<file path="src/rtl/prot_pkg.sv">
package prot_pkg;
    localparam int NUM_REGIONS = 16;
    localparam int NUM_MASTERS = 4;
    localparam int ADDR_W      = 32;
    localparam int GRAN_W      = 5;
    localparam int NUM_RIGHTS  = 3;

    localparam int FIELD_W  = ADDR_W - GRAN_W;
    localparam int RIDX_W   = $clog2(NUM_REGIONS);
    localparam int MID_W    = $clog2(NUM_MASTERS);
    localparam int RIGHTS_W = NUM_MASTERS * NUM_RIGHTS;
    localparam int EN_BIT   = ADDR_W - 1;

    typedef enum logic [1:0] {
        ACC_READ  = 2'd0,
        ACC_WRITE = 2'd1,
        ACC_EXEC  = 2'd2,
        ACC_RSVD  = 2'd3
    } acc_kind_e;

    typedef enum logic [1:0] {
        CFG_LO   = 2'd0,
        CFG_HI   = 2'd1,
        CFG_ATTR = 2'd2,
        CFG_NONE = 2'd3
    } cfg_sel_e;

    typedef struct packed {
        logic                en;
        logic [FIELD_W-1:0]  lo;
        logic [FIELD_W-1:0]  hi;
        logic [RIGHTS_W-1:0] rights;
    } region_t;

    typedef region_t [NUM_REGIONS-1:0] region_tab_t;
endpackage

</file>
<file path="src/rtl/prot_fault.sv">
module prot_fault
    import prot_pkg::*;
(
    input  logic              clk,
    input  logic              rst_n,
    input  logic              deny_i,
    input  logic              clr_i,
    input  logic [MID_W-1:0]  master_i,
    input  logic [ADDR_W-1:0] addr_i,
    input  logic [1:0]        kind_i,
    output logic              flag_o,
    output logic [MID_W-1:0]  master_o,
    output logic [ADDR_W-1:0] addr_o,
    output logic [1:0]        kind_o
);
    typedef struct packed {
        logic              flag;
        logic [MID_W-1:0]  master;
        logic [ADDR_W-1:0] addr;
        logic [1:0]        kind;
    } fault_t;

    fault_t flt_d, flt_q;

    always_comb begin
        flt_d = flt_q;
        if (clr_i) flt_d.flag = 1'b0;
        if (deny_i) begin
            flt_d.flag   = 1'b1;
            flt_d.master = master_i;
            flt_d.addr   = addr_i;
            flt_d.kind   = kind_i;
        end
    end

    always_ff @(posedge clk or negedge rst_n) begin
        if (!rst_n) flt_q <= '0;
        else        flt_q <= flt_d;
    end

    assign flag_o   = flt_q.flag;
    assign master_o = flt_q.master;
    assign addr_o   = flt_q.addr;
    assign kind_o   = flt_q.kind;


    flag_sticky_chk: assert property (@(posedge clk) disable iff (!rst_n)
        (flt_q.flag && !clr_i) |=> flt_q.flag);


    deny_beats_clr_chk: assert property (@(posedge clk) disable iff (!rst_n)
        (deny_i && clr_i) |=> flt_q.flag);


    record_hold_chk: assert property (@(posedge clk) disable iff (!rst_n)
        !deny_i |=> ($stable(flt_q.addr) && $stable(flt_q.master) && $stable(flt_q.kind)));
endmodule

</file>
<file path="config.mk">
export PLATFORM = sky130hd
export DESIGN_NAME = prot_fault
export DESIGN_NICKNAME = d
export VERILOG_FILES = /design/src/rtl/prot_pkg.sv /design/src/rtl/prot_fault.sv
export SDC_FILE = /design/constraint.sdc
export NUM_CORES = 1
export LEC_CHECK = 0
export BUFFER_PORTS_ARGS = -buffer_cell sky130_fd_sc_hd__buf_2
export CORE_MARGIN = 4
export CORE_UTILIZATION = 40
export CTS_CLUSTER_SIZE = 30
export DETAILED_ROUTE_END_ITERATION = 7
export PLACE_DENSITY = 0.73
export SLEW_MARGIN = 20
export SYNTH_ARGS = -nofsm -noshare
export SYNTH_HDL_FRONTEND = slang
export SYNTH_SLANG_ARGS = --single-unit
</file>
<file path="constraint.sdc">
create_clock -name clk -period 0.8 [get_ports clk]
set_input_delay 0.04 -clock clk [delete_from_list [all_inputs] [get_ports clk]]
set_output_delay 0.04 -clock clk [all_outputs]
set_load 0.02 [all_outputs]
</file>
### Yosys cells after proc, flatten, opt, wreduce, memory -nomap -nowiden

Cells that the tools add are included.

* bits in registers: 37
* output and inout port bits: 37

* muxes and demuxes: 2
* reductions and logical operators: 1

Operator list (number)
* $mux W37: 1
* $reduce_bool A2 Y1: 1
* $mux W1: 1

### Depth between registers and ports, before layout

Gate-level depths: netlist of the first run.

* word-level depth: 2
* gate-level depth with buffers: 3
* mapped depth without buffers: 2

### Worst setup path after synthesis of the first run

OpenSTA, ideal clock, no wires.

* kind: flip-flop to flip-flop
* start point: register addr_o[0] (netlist name)
* end point: register flt_q, in the netlist addr_o[0]
* data arrival time: 0.710 ns
* data required time: 0.675 ns
* slack: -0.035 ns
* stages on the path, launching flop included: 2
* buffers on the path: 0
* cells stage by stage: dfrtp_1 > mux2_4

RTL lines
* end signal: assignment: RTL line prot_fault.sv:38 `else flt_q <= flt_d;`
* end: declaration: RTL line prot_fault.sv:23 `fault_t flt_d, flt_q;`

### Worst setup path after layout of the first run

* start point: register flt_q, in the netlist kind_o[0]
* end point: output port kind_o[0]

RTL lines
* end: declaration: RTL line prot_fault.sv:14 `output logic [1:0] kind_o`

No word-level cell between the ends.

==> run metrics, run 1 <==
routability-driven placement congestion ratio 0.810; number of nets still failing antenna checks after routing 0; total count of max-transition violations in the final report 0; number of clock sinks 37; global routing usage summed across all routing layers 16.9%; placed cell count 203; failing checks negative setup slack; CTS H-tree lvls 2; slew at the pin closest to its max-slew limit 0.194 ns; Post-Layout Cell Count 248; class of the worst hold path input pin to register; relative max-transition margin 87.1%; count of final hold-check violations 0; Initial Utilization 41.6%; Yosys top cell area share 60.8%; ratio of cells with drive above 1 in the final layout 80.0%; cells taking the most area after synthesis dfrtp_1, mux2_4, mux2_2; CTS Root Cell clkbuf_8; sequential fraction of the synthesis area 60.8%; count of mapped cells out of synthesis 79; clock tree from TritonCTS done; net count reported at finish 239; required arrival time at the worst endpoint 0.76 ns; Clock Skew 0 ns; CP Data Arrival Time 0.84 ns; Routed WL 3860 µm; Final Setup Violations 44; element type at the critical path start register; peak per-stage delay on the critical path 0.42 ns; most common cell after layout, fill and taps aside buf_2; maxcap violations 0; list of cells traversed by the critical path buf_6; standby leakage power 1.33 nW; destination of the worst register-to-register timing path addr_o[26]; count of vias placed by the detailed router 1110; VDD IR-drop max 0.00140 V; Max Freq 1140 MHz; power density normalized to cell area 1820 nW/µm²; largest buffer count on any clock path 2; buffers added on ports 76; cell family with the largest share of critical-path delay flip-flops; R2R setup slack -0.02 ns; Netlist cell types 7; Max FO, Critical Path 2; period utilization 110%; final design utilization 74.2%; most frequent cells in the layout buf_2, buf_6, dfrtp_2; CP Buf/Inv Count 1; maximum number of pins on one net before global-route repair 38; Hold Crit Depth 3; cell with the largest stage delay on the worst path dfrtp_2; type of the worst setup path register to primary output; number of global-route vias before repair 1315; Mapped Area 1520 µm²; RSZ-0062 raised after global routing yes; Layout area overhead 78.5%; synthesized net count 119; reg2reg path depth 1; I/O pin total 77; Inserted Diodes 0; overflow left after global routing 0; wire length of the first global-routing pass 6490 µm; via/cell ratio 4.48; die footprint 4860 µm²; clock buffers created by TritonCTS 5; critical path endpoint kind_o[0]; beginning of the worst register-to-register path addr_o[26]; initial antenna violation count 0; flip-flop and latch count after synthesis 37; launching element of the worst setup path kind_o[0]; worst setup margin -0.0775 ns; count of synthesis-stage warnings from yosys 0; first drt pass iteration count 3; post-synth top area cell dfrtp_1; final critical-path required period 0.877 ns; initial DRC count 28; Worst-path clk slew 0.07 ns; core area 3660 µm²; clock latency at the later pin of the worst-skew pair 0.27 ns; # rows 22; chip height 69.7 µm; drt drc 0; estimated wirelength of the detail-placed design 2290 µm; result of the run finished with violations; nature of the critical path endpoint primary output; Synth Area per Inst 19.3 µm²; die outline width 69.7 µm; mean routed wirelength per cell 15.6 µm; logic depth of the worst setup path including buffers 1
==> cells in the mapped netlist, drive strengths merged <==
cell type	count
inv	1
mux2	36
buf	4
a21o	1
dfrtp	37
==> layer usage <==
metal	track usage, %	vias to the layer above	wire, µm
li1	-	511	-
met1	18.1	548	1470
met2	31.8	47	2100
met3	6.67	4	256
met4	2.77	0	39
met5	0	-	0
==> report_power, final <==
group	total [W]	internal, W	switching, W	leakage (nW)
clock	0.00139	0.000778	0.000610	0.0542
combinational	0.00132	0.000814	0.000510	0.877
sequential	0.00224	0.00209	0.000150	0.396
==> kinds of logic (layout without fill, tap and decap cells) <==
group	count (synthesis)	in the layout	share of synthesized area, %
buffers and inverters	5	126	4.93
AOI/OAI and AO/OA	1	1	0.493
muxes	36	36	33.8
DFF	37	37	60.8
==> flip-flops by register name, summed over array words and instances (netlist names) <==
register / cells
addr_o: 32
kind_o: 2
master_o: 2
flag_o: 1
==> through the flow <==
step	cell area, µm²	hold WS, ns	worst slack (ns)	TNS (ns)	power [W]
global placement	2000	0.0159	-0.0375	-0.693	0.00316
detailed placement	2000	0.0157	-0.0542	-1.13	0.00318
finish	2720	0.0249	-0.0775	-2.42	0.00495
floorplan	1570	-0.256	-0.0222	-0.738	0.00281
CTS	2710	0.0207	-0.0822	-2.75	0.00498
global route	2720	0.0255	-0.110	-3.93	0.00518
==> cell type report <==
cell class	count	area [µm²]
multi-input combinational	37	522
tap	48	60.1
fill	229	943
clock inverter	1	5.00
timing repair buffer	117	1060
inverter	1	3.75
sequential	37	971
clock buffer	7	96.3
==> worst min path at each step <==
stage | startpoint | endpoint | slack, ns
2_1_floorplan | rst_n | addr_o[0] | -0.26
3_3_place_gp | rst_n | addr_o[24] | 0.02
3_5_place_dp | rst_n | addr_o[20] | 0.02
4_1_cts | clr_i | flag_o | 0.02
5_1_grt | clr_i | flag_o | 0.03
6_report | clr_i | flag_o | 0.02
==> timing repair <==
item	4_1_cts	5_1_grt
gates resized for setup	74	4
hold endpoints to repair	73	0
setup endpoints to repair	38	66
setup buffers	0	0
hold buffers	37	0
(Power assumes the default switching activity.)
==> inputs of run 2 (changes only) <==
--- a/config.mk
+++ b/config.mk
@@ -6,11 +6,13 @@
 export NUM_CORES = 1
 export LEC_CHECK = 0
 export BUFFER_PORTS_ARGS = -buffer_cell sky130_fd_sc_hd__buf_2
+export CELL_PAD_IN_SITES_DETAIL_PLACEMENT = 1
+export CELL_PAD_IN_SITES_GLOBAL_PLACEMENT = 1
 export CORE_MARGIN = 4
-export CORE_UTILIZATION = 40
+export CORE_UTILIZATION = 32
 export CTS_CLUSTER_SIZE = 30
 export DETAILED_ROUTE_END_ITERATION = 7
-export PLACE_DENSITY = 0.73
+export PLACE_DENSITY = 0.74
 export SLEW_MARGIN = 20
 export SYNTH_ARGS = -nofsm -noshare
 export SYNTH_HDL_FRONTEND = slang
==> run metrics, run 2 (synthesis gave the netlist of run 1 again) <==
result of the run finished with violations; failing checks negative setup slack; standby leakage power 1.29 nW; launching element of the worst setup path addr_o[3]; Inserted Diodes 0; beginning of the worst register-to-register path addr_o[2]; power density normalized to cell area 1800 nW/µm²; die outline width 77.0 µm; maxcap violations 0; I/O pin total 77; Layout area overhead 75.1%; via/cell ratio 4.44; first drt pass iteration count 3; Routed WL 4460 µm; count of vias placed by the detailed router 1110; number of nets still failing antenna checks after routing 0; final critical-path required period 0.879 ns; maximum number of pins on one net before global-route repair 38; largest buffer count on any clock path 2; Max FO, Critical Path 2; clock latency at the later pin of the worst-skew pair 0.28 ns; Clock Skew 0 ns; clock tree from TritonCTS done; VDD IR-drop max 0.00101 V; logic depth of the worst setup path including buffers 1; element type at the critical path start register; clock buffers created by TritonCTS 5; CP Buf/Inv Count 1; power after layout 0.00480 W; wire length of the first global-routing pass 7150 µm; reg2reg path depth 1; drt drc 0; estimated wirelength of the detail-placed design 2640 µm; Max Freq 1140 MHz; Final Setup Violations 44; list of cells traversed by the critical path buf_6; peak per-stage delay on the critical path 0.42 ns; slew at the pin closest to its max-slew limit 0.211 ns; buffers added on ports 76; number of global-route vias before repair 1356; die footprint 5930 µm²; core area 4470 µm²; global routing usage summed across all routing layers 15.6%; initial DRC count 26; flip-flop count of the largest register after layout 32; number of clock sinks 37; destination of the worst register-to-register timing path addr_o[2]; CP Data Arrival Time 0.84 ns; cell with the largest stage delay on the worst path dfrtp_2; most common cell after layout, fill and taps aside buf_2; RSZ-0062 raised after global routing yes; Worst-path clk slew 0.08 ns; type of the worst setup path register to primary output; overflow left after global routing 0; ratio of cells with drive above 1 in the final layout 80.3%; worst setup margin -0.0789 ns; class of the worst hold path input pin to register; routability-driven placement congestion ratio 0.680; CTS H-tree lvls 2; relative max-transition margin 85.9%; # rows 24; initial antenna violation count 0; period utilization 110%; total count of max-transition violations in the final report 0; R2R setup slack -0.01 ns; nature of the critical path endpoint primary output; CTS Root Cell clkbuf_8; count of final hold-check violations 0; required arrival time at the worst endpoint 0.76 ns; final design utilization 59.6%; Initial Utilization 34.0%; cell family with the largest share of critical-path delay flip-flops; most frequent cells in the layout buf_2, buf_6, dfrtp_2; net count reported at finish 237; critical path endpoint addr_o[3]; chip height 77.0 µm; mean routed wirelength per cell 17.9 µm
## run 2: layer usage
layer  GRT usage, %  part of all wire, %
met4           5.34                  1.3
met2           30.5                   58
met3           3.28                  4.7
met5              0                    0
met1           16.4                   36
## run 2: how the worst min path moves through the flow
stage          slack (ns)         from  cells after the start          end
6_report             0.01  master_i[0]                      2  master_o[0]
5_1_grt           0.00003  master_i[0]                      2  master_o[0]
4_1_cts             0.001   addr_i[18]                      2   addr_o[18]
3_5_place_dp         0.02        rst_n                      2    addr_o[0]
3_3_place_gp         0.02        rst_n                      2    addr_o[0]
2_1_floorplan       -0.26        rst_n                      0    addr_o[0]
## run 2: cell type report
class	instances	area (µm²)
Sequential cell	37	971
Timing Repair Buffer	115	1020
Clock inverter	2	10.0
Clock buffer	6	72.6
Inverter	1	3.75
Tap cell	52	65.1
Fill cell	430	1810
Multi-Input combinational cell	37	522
## run 2: metrics by stage
| stage | hold slack [ns] | TNS (ns) | cell area, µm² | cells | setup WS [ns] |
|---|---|---|---|---|---|
| global placement | 0.0155 | -0.638 | 1990 | 206 | -0.0279 |
| finish | 0.0101 | -2.48 | 2670 | 250 | -0.0789 |
| global route | 0.0000331 | -3.96 | 2670 | 250 | -0.116 |
| floorplan | -0.256 | -0.738 | 1570 | 79 | -0.0222 |
| detailed placement | 0.0199 | -1.24 | 1990 | 206 | -0.0608 |
| CTS | 0.000956 | -2.79 | 2640 | 248 | -0.0914 |
## run 2: timing repair
action                                  CTS  global route
hold endpoints to repair                 69             2
buffers inserted                          1             0
pin swaps                                 0             1
hold buffers                             33             2
resized for setup                        74             2
endpoints found under the setup margin   37            69
## run 2: power breakdown
part,total (W),internal (W),leakage [nW],switching (W)
logic,0.00133,0.000801,0.846,0.000526
registers,0.00224,0.00209,0.396,0.000149
clock network,0.00123,0.000603,0.0450,0.000629
total,0.00480,0.00350,1.29,0.00130
==> inputs of run 3 (changes only) <==
--- a/config.mk
+++ b/config.mk
@@ -5,14 +5,15 @@
 export SDC_FILE = /design/constraint.sdc
 export NUM_CORES = 1
 export LEC_CHECK = 0
+export ABC_AREA = 1
 export BUFFER_PORTS_ARGS = -buffer_cell sky130_fd_sc_hd__buf_2
 export CELL_PAD_IN_SITES_DETAIL_PLACEMENT = 1
 export CELL_PAD_IN_SITES_GLOBAL_PLACEMENT = 1
 export CORE_MARGIN = 4
-export CORE_UTILIZATION = 32
+export CORE_UTILIZATION = 28
 export CTS_CLUSTER_SIZE = 30
 export DETAILED_ROUTE_END_ITERATION = 7
-export PLACE_DENSITY = 0.74
+export PLACE_DENSITY = 0.73
 export SLEW_MARGIN = 20
 export SYNTH_ARGS = -nofsm -noshare
 export SYNTH_HDL_FRONTEND = slang
==> run metrics, run 3 <==
most common cell after layout, fill and taps aside nand2_1; type of the worst setup path register to primary output; CP Data Arrival Time 0.83 ns; post-synth top area cell dfrtp_1; xor-xnor portion of the synthesized cell area 0%; estimated wirelength of the detail-placed design 2780 µm; Final Setup Violations 38; largest buffer count on any clock path 2; period utilization 108%; dominant synthesized flop cell dfrtp_1; worst setup margin -0.0656 ns; Layout area overhead 87.3%; Worst-path clk slew 0.07 ns; first drt pass iteration count 4; count of vias placed by the detailed router 1497; Hold Crit Depth 3; initial antenna violation count 0; I/O pin total 77; final design utilization 55.6%; chip height 79.9 µm; simple logic cell fraction of the synthesized area 30.1%; number of fill cells in the layout 579; Post-Layout Cell Count 356; maxcap violations 0; global routing usage summed across all routing layers 16.6%; via/cell ratio 4.21; reg2reg path depth 4; element type at the critical path start register; Routed WL 5070 µm; core area 4880 µm²; net count reported at finish 329; RSZ-0062 raised after global routing yes; most frequent cells in the layout nand2_1, buf_2, dlygate4sd3_1; clock tree from TritonCTS done; Clock Skew 0 ns; count of final hold-check violations 0; clock latency at the later pin of the worst-skew pair 0.28 ns; result of the run finished with violations; CP Buf/Inv Count 1; peak per-stage delay on the critical path 0.41 ns; adder-cell share of the synthesized area 0%; drt drc 0; maximum number of pins on one net before global-route repair 38; most common cell in the synthesized netlist nand2_1; flip-flop count of the largest register after layout 32; commonest cells in the netlist nand2_1, dfrtp_1, nand2_2; cells taking the most area after synthesis dfrtp_1, nand2_1, nand2_2; class of the worst hold path input pin to register; overflow left after global routing 0; cell with the largest stage delay on the worst path dfrtp_1; launching element of the worst setup path addr_o[0]; total count of max-transition violations in the final report 0; Yosys top cell area share 64.0%; wire length of the first global-routing pass 8180 µm; number of global-route vias before repair 1764; mean routed wirelength per cell 14.2 µm; Netlist cell types 8; Synth Area per Inst 9.28 µm²; count of synthesis-stage warnings from yosys 0; Max FO, Critical Path 2; sequential fraction of the synthesis area 64.0%; slew at the pin closest to its max-slew limit 0.243 ns; CTS H-tree lvls 2; Max Freq 1160 MHz; initial DRC count 23; synthesized-area fraction occupied by ao, oa, aoi and oai cells 0%; beginning of the worst register-to-register path addr_o[24]; buffers added on ports 76; power density normalized to cell area 1750 nW/µm²; largest family of logic cells by synthesized area simple AND/OR/NAND/NOR gates; count of mapped cells out of synthesis 156; die outline width 79.9 µm; required arrival time at the worst endpoint 0.76 ns; number of clock sinks 37; failing checks negative setup slack; CTS Root Cell clkbuf_8; synthesized net count 196; final hold slack 0.0976 ns; critical path endpoint addr_o[0]; destination of the worst register-to-register timing path addr_o[24]; # rows 25; number of nets still failing antenna checks after routing 0; final critical-path required period 0.866 ns; cell family with the largest share of critical-path delay flip-flops; relative max-transition margin 83.8%; multiplexer share of the synthesized area 0%; Post-synth EDFFs 0; ratio of cells with drive above 1 in the final layout 39.1%; standby leakage power 1.47 nW; logic depth of the worst setup path including buffers 1; Initial Utilization 29.7%; clock buffers created by TritonCTS 5; die footprint 6380 µm²; Mapped Area 1450 µm²; VDD IR-drop max 0.00106 V; list of cells traversed by the critical path buf_6; routability-driven placement congestion ratio 0.655; nature of the critical path endpoint primary output; R2R setup slack -0.05 ns; flip-flop and latch count after synthesis 37; Inserted Diodes 0; placed cell count 295; proportion of register bits with asynchronous set or reset after synthesis 100%
==> run 3: cell types whose count changed after synthesis, moves of 2 or more <==
cell	previous run	this run
nand2_1	0	101
mux2_4	29	0
nand2_2	0	9
mux2_2	7	0
buf_12	3	0
buf_4	0	3
buf_6	1	3
==> run 3: worst reg2reg max path, delay by kind of cell, from the launching register on <==
family / cells / cell delay [ns]
DFF: 1 / 0.40
and+or+nand+nor: 2 / 0.09
buffers and inverters: 2 / 0.26
==> run 3: worst min path at each step <==
stage / start / to / slack [ns]
after floorplan: rst_n / addr_o[0] / -0.26
after global placement: rst_n / flag_o / 0.02
after detailed placement: rst_n / flag_o / 0.03
after CTS: deny_i / addr_o[3] / 0.09
after global routing: deny_i / addr_o[1] / 0.11
final: deny_i / addr_o[1] / 0.1
==> run 3: cell type report <==
| cell class | instances | area [µm²] | share of cell area, % |
|---|---|---|---|
| Multi-Input combinational cell | 110 | 440 | 16.2 |
| Inverter | 2 | 15.0 | 0.554 |
| Clock buffer | 7 | 86.3 | 3.18 |
| Tap cell | 67 | 83.8 | 3.09 |
| Sequential cell | 37 | 926 | 34.1 |
| Timing Repair Buffer | 133 | 1160 | 42.8 |
==> run 3: stage by stage <==
step           area (µm²)  TNS, ns  worst slack, ns  power, W
3_3_place_gp         1890        0            0.145   0.00294
3_5_place_dp         1890        0            0.121   0.00296
4_1_cts              2680    -2.34          -0.0789   0.00475
5_1_grt              2710    -3.28          -0.0994   0.00498
6_report             2710    -1.99          -0.0656   0.00473
2_1_floorplan        1450        0            0.118   0.00260
==> run 3: kinds of logic (layout without fill, tap and decap cells) <==
family | count (synthesis) | count (layout)
flops | 37 | 37
buf+inv | 9 | 142
simple gates | 110 | 110
==> run 3: metal layers <==
layer / up-vias / share of wire (%) / track usage [%]
met2: 52 / 57 / 32.9
met4: 0 / 0.41 / 2.53
met3: 4 / 5.8 / 4.97
met5: - / 0 / 0
met1: 717 / 37 / 17.2
li1: 724 / - / -
==> run 3: report_power, final <==
group | total [W] | switching (W) | internal, W
clock network | 0.00131 | 0.000628 | 0.000684
registers | 0.00216 | 0.000126 | 0.00204
logic | 0.00126 | 0.000578 | 0.000680
==> run 3: timing repair <==
action,CTS,global route
gates cloned,0,0
hold buffers,38,0
pin swaps,0,1
hold endpoints to repair,74,0
buffers inserted,13,3
endpoints found under the setup margin,37,38
gates resized for setup,72,4
